## src/rtl/dpwr_pkg.sv

```systemverilog
`timescale 1ns/1ps
package dpwr_pkg;
  typedef enum logic [1:0] {
    PS_ACT = 2'b00,
    PS_PPD = 2'b01,
    PS_APD = 2'b10,
    PS_SR  = 2'b11
  } pwr_state_e;
endpackage

```

## src/rtl/dpwr_cke_sync.sv

```systemverilog
`timescale 1ns/1ps
module dpwr_cke_sync #(
  parameter int unsigned STAGES = 2
) (
  input  logic clk_i,
  input  logic rst_ni,
  input  logic clr_i,
  input  logic d_i,
  output logic q_o
);
  for (genvar g = 0; g < STAGES; g++) begin : g_stage
    logic stage_q;
    if (g == 0) begin : g_first
      always_ff @(posedge clk_i or negedge rst_ni) begin
        if (!rst_ni)    stage_q <= 1'b0;
        else if (clr_i) stage_q <= 1'b0;
        else            stage_q <= d_i;
      end
    end else begin : g_rest
      always_ff @(posedge clk_i or negedge rst_ni) begin
        if (!rst_ni)    stage_q <= 1'b0;
        else if (clr_i) stage_q <= 1'b0;
        else            stage_q <= g_stage[g-1].stage_q;
      end
    end
  end

  assign q_o = g_stage[STAGES-1].stage_q;
endmodule

```

## src/rtl/dpwr_fsm.sv

```systemverilog
`timescale 1ns/1ps
module dpwr_fsm
  import dpwr_pkg::*;
(
  input  logic       clk_i,
  input  logic       rst_ni,
  input  logic       cke_i,
  input  logic       cke_sync_i,
  input  logic       aref_i,
  input  logic       banks_idle_i,
  output pwr_state_e state_o,
  output logic       sr_entry_o
);
  pwr_state_e state_q, state_d;

  always_comb begin
    state_d = state_q;
    unique case (state_q)
      PS_ACT: if (!cke_i) begin
        if (banks_idle_i) state_d = aref_i ? PS_SR : PS_PPD;
        else              state_d = PS_APD;
      end
      PS_PPD: if (cke_i) state_d = PS_ACT;
              else if (aref_i) state_d = PS_SR;
      PS_APD: if (cke_i) state_d = PS_ACT;  // refresh refused with open banks
      PS_SR:  if (cke_sync_i) state_d = PS_ACT;
      default: state_d = PS_ACT;
    endcase
  end

  always_ff @(posedge clk_i or negedge rst_ni) begin
    if (!rst_ni) state_q <= PS_ACT;
    else         state_q <= state_d;
  end

  // flush the synchronizer so a stale high cannot end self refresh early
  assign sr_entry_o = (state_d == PS_SR) && (state_q != PS_SR);
  assign state_o    = state_q;
endmodule

```

## src/rtl/dpwr_viol_mon.sv

```systemverilog
`timescale 1ns/1ps
module dpwr_viol_mon (
  input  logic clk_i,
  input  logic rst_ni,
  input  logic active_i,
  input  logic cke_i,
  input  logic burst_act_i,
  output logic viol_o
);
  logic viol_q;

  always_ff @(posedge clk_i or negedge rst_ni) begin
    if (!rst_ni) viol_q <= 1'b0;
    else         viol_q <= active_i && !cke_i && burst_act_i;
  end

  assign viol_o = viol_q;
endmodule

```

## src/rtl/dram_pwr_ctrl.sv

```systemverilog
`timescale 1ns/1ps
module dram_pwr_ctrl
  import dpwr_pkg::*;
#(
  parameter int unsigned SYNC_STAGES = 2
) (
  input  logic       clk_i,
  input  logic       rst_ni,
  input  logic       cke_i,
  input  logic       aref_i,
  input  logic       banks_idle_i,
  input  logic       burst_act_i,
  output logic [1:0] pwr_state_o,
  output logic       in_rcv_en_o,
  output logic       clk_rcv_en_o,
  output logic       viol_o
);
  pwr_state_e state;
  logic       cke_sync;
  logic       sr_entry;

  dpwr_cke_sync #(.STAGES(SYNC_STAGES)) i_sync (
    .clk_i  (clk_i),
    .rst_ni (rst_ni),
    .clr_i  (sr_entry),
    .d_i    (cke_i),
    .q_o    (cke_sync)
  );

  dpwr_fsm i_fsm (
    .clk_i        (clk_i),
    .rst_ni       (rst_ni),
    .cke_i        (cke_i),
    .cke_sync_i   (cke_sync),
    .aref_i       (aref_i),
    .banks_idle_i (banks_idle_i),
    .state_o      (state),
    .sr_entry_o   (sr_entry)
  );

  dpwr_viol_mon i_viol (
    .clk_i       (clk_i),
    .rst_ni      (rst_ni),
    .active_i    (state == PS_ACT),
    .cke_i       (cke_i),
    .burst_act_i (burst_act_i),
    .viol_o      (viol_o)
  );

  assign pwr_state_o  = state;
  assign in_rcv_en_o  = (state == PS_ACT);
  // async wake of the clock receivers on CKE rise
  assign clk_rcv_en_o = (state != PS_SR) || cke_i;
endmodule

```

## config.mk

```make
export PLATFORM = sky130hd
export DESIGN_NAME = dram_pwr_ctrl
export DESIGN_NICKNAME = d
export VERILOG_FILES = /design/src/rtl/dpwr_pkg.sv /design/src/rtl/dpwr_cke_sync.sv /design/src/rtl/dpwr_fsm.sv /design/src/rtl/dpwr_viol_mon.sv /design/src/rtl/dram_pwr_ctrl.sv
export SDC_FILE = /design/constraint.sdc
export NUM_CORES = 1
export LEC_CHECK = 0
export ABC_AREA = 1
export CORE_AREA = 3 3 40 42
export DETAILED_ROUTE_END_ITERATION = 7
export DIE_AREA = 0 0 43 45
export PLACE_DENSITY = 0.53
export RECOVER_POWER = 100
export SLEW_MARGIN = 20
export SYNTH_ARGS = -nofsm -noshare
export SYNTH_HDL_FRONTEND = slang
export SYNTH_SLANG_ARGS = --single-unit
```

## constraint.sdc

```tcl
create_clock -name clk_i -period 1.45 [get_ports clk_i]
set_input_delay 0.435 -clock clk_i [delete_from_list [all_inputs] [get_ports clk_i]]
set_output_delay 0.435 -clock clk_i [all_outputs]
set_load 0.02 [all_outputs]
```

==> flow_metrics.env <==
export IMPL_status="completed"
export IMPL_start_util_pct=18.0
export IMPL_syn_nets=33
export IMPL_avgSynthCellArea_um2=8.57
export IMPL_cts_sinks=5
export IMPL_dieHeight_um=45
export IMPL_synth_area_top_cells="dfrtp_1, nor2_1, inv_1"
export IMPL_cts_max_level=1
export IMPL_synth_seq_cells=5
export IMPL_highest_layer="met4"
export IMPL_io_buffers=10
export IMPL_reg2reg_to="i_sync.q_o"
export IMPL_synth_ff_type="dfrtp_1"
export IMPL_final_antenna_net_count=0
export IMPL_r2r_start="i_fsm.state_o[1]"
export IMPL_syn_to_final_growth_pct=64.9
export IMPL_r2r_cells=4
export IMPL_synth_top_area_share_pct=54.1
export IMPL_vias_per_cell=3.83
export IMPL_crit_family="flip-flops"
export IMPL_cp_cell_sequence="dlygate4sd2_1"
export IMPL_arrival_ns=0.98
export IMPL_critPathMaxFanout=4
export IMPL_nNetsFinal=51
export IMPL_worst_pin_slew_ns=0.230
export IMPL_first_pass_iters=4
export IMPL_route_met2_wl_um=243
export IMPL_timing_final_crit_share_pct=97.5
export IMPL_start_kind="flop"
export IMPL_path_buf_inv=1
export IMPL_cts_path_max_buffers=2
export IMPL_end_kind="primary output"
export IMPL_slew_headroom_pct=84.6
export IMPL_ff2ff_setup_slack_ns=0.37
export IMPL_finalSetupViolations=0
export IMPL_required_ns=1.02
export IMPL_fin_skew_ns=0.00254
export IMPL_coreArea_um2=1280
export IMPL_criticalPathCategory="reg -> out"
export IMPL_cp_depth=1
export IMPL_cpPeakStageDelay_ns=0.40
export IMPL_hold_path_class="in -> async"
export IMPL_synthDistinctLibCells=12
export IMPL_rsz0062_at_grt="yes"
export IMPL_synth_cells=27
export IMPL_drt_iter0_markers=1
export IMPL_p_leak_nw=0.204
export IMPL_n_antenna_cell=0
export IMPL_fin_util_pct=29.7
export IMPL_grt_pass1_wl_um=862
export IMPL_postCtsSetupBuffers=0
export IMPL_clk_pin_slew_ns=0.04
export IMPL_grt_usage_pct=7.11
export IMPL_cts_tree="done"
export IMPL_met3_length_um=71
export IMPL_yosys_top_cells_count="dfrtp_1, nor2_1, inv_1, nand2_1, or2_1"
export IMPL_drc=0
export IMPL_max_freq_ghz=0.708
export IMPL_dieArea_um2=1940
export IMPL_vias=226
export IMPL_cp_startpoint="i_fsm.state_o[0]"
export IMPL_wl_per_cell_um=8.58
export IMPL_row_count=13
export IMPL_synthesis_area_um2=231
export IMPL_yosysTopAreaCell="dfrtp_1"
export IMPL_grt_ovfl_total=0
export IMPL_holdBufCountCts=0
export IMPL_fillers=149
export IMPL_synth_edf_count=0
export IMPL_yosys_warnings=0
export IMPL_clock_latency_ns=0.24
export IMPL_grt_pass1_vias=207
export IMPL_async_flop_share_pct=100
export IMPL_drive_above_1_share_pct=25.0
export IMPL_powerDensity_nw_per_um2=1660
export IMPL_ios=11
export IMPL_vdd_drop_max_mv=0.528
export IMPL_clock_root_buffer="clkbuf_4"
export IMPL_cts_made_buffers=3
export IMPL_ys_seq_area_share_pct=54.1
export IMPL_endpoint="pwr_state_o[0]"
export IMPL_hold_viol=0
export IMPL_gp_congestion=0.681
export IMPL_wirelength_um=506
export IMPL_die_w_um=43
export IMPL_fin_hold_ws_ns=0.476
export IMPL_dpl_hpwl_um=427
export IMPL_fin_tns_setup_ns=0
export IMPL_crit_slowest_cell="dfrtp_1"
export IMPL_grt_max_degree=6
export IMPL_maxCapViolations=0
export IMPL_final_max_slew_viol_count=0
export IMPL_antenna_found_initial=0
export IMPL_wl_met1_um=184
export IMPL_period_needed_ns=1.41
[per-stage QoR]
stage / area [um2] / power, mW / instances / setup WS (ns)
after CTS: 390 / 0.657 / 59 / 0.0146
after floorplan: 231 / 0.349 / 27 / 0.234
after detailed placement: 377 / 0.525 / 55 / -0.611
after global placement: 377 / 0.527 / 55 / -0.610
after global routing: 382 / 0.691 / 59 / -0.0354
final: 382 / 0.632 / 59 / 0.0369
[cells in the final DEF, fill, tap and decap left out, types with 3 or more instances in the layout]
master / n
nand2_1: 4
clkbuf_4: 3
inv_1: 4
buf_4: 3
dfrtp_1: 5
nor2_1: 5
dlygate4sd2_1: 3
[repair_timing]
item                                    4_1_cts  5_1_grt
gates resized for setup                      17        0
hold endpoints to repair                      0        0
pin swaps                                     1        2
endpoints found under the setup margin        5        2
[flip-flops by register name (all words and copies together), names as in the netlist]
register and cells:
i_sync.q_o 1, i_viol.viol_o 1, i_fsm.state_o 2, i_sync.g_stage.stage_q 1
[cell type report]
cell class | count | area [um2] | area share, %
inverters | 4 | 15.0 | 3.93
clock buffers | 4 | 26.3 | 6.89
well taps | 15 | 18.8 | 4.92
repair buffers | 14 | 114 | 29.8
flip-flops and latches | 5 | 125 | 32.8
multi-input cells | 17 | 82.6 | 21.6
[worst min-delay path by stage]
stage,start,to,slack (ns),cells after the start
after floorplan,rst_ni,i_fsm.state_o[0],0.14,0
after global placement,i_sync.g_stage[0].stage_q,i_sync.q_o,0.46,2
after detailed placement,i_sync.g_stage[0].stage_q,i_sync.q_o,0.47,2
after CTS,rst_ni,i_viol.viol_o,0.41,1
after global routing,rst_ni,i_sync.g_stage[0].stage_q,0.49,1
final,rst_ni,i_viol.viol_o,0.48,1
[kinds of logic after synthesis]
logic type      Yosys count  synth area share (%)
compound gates            2                  5.94
buf+inv                   5                  8.10
flops                     5                  54.1
simple gates             15                  31.9
[where the power goes]
group	internal (mW)	switching (mW)	total, mW
clock	0.104	0.0573	0.161
combinational	0.122	0.153	0.274
sequential	0.172	0.0242	0.196
total	0.398	0.234	0.632
[per-layer routing]
metal | track usage (%) | vias to the layer above
met3 | 7.57 | 2
met1 | 6.59 | 97
met5 | 0 | -
met4 | 5.42 | 0
met2 | 8.98 | 11
li1 | - | 116
No activity file was read; power rests on OpenSTA's default activity.
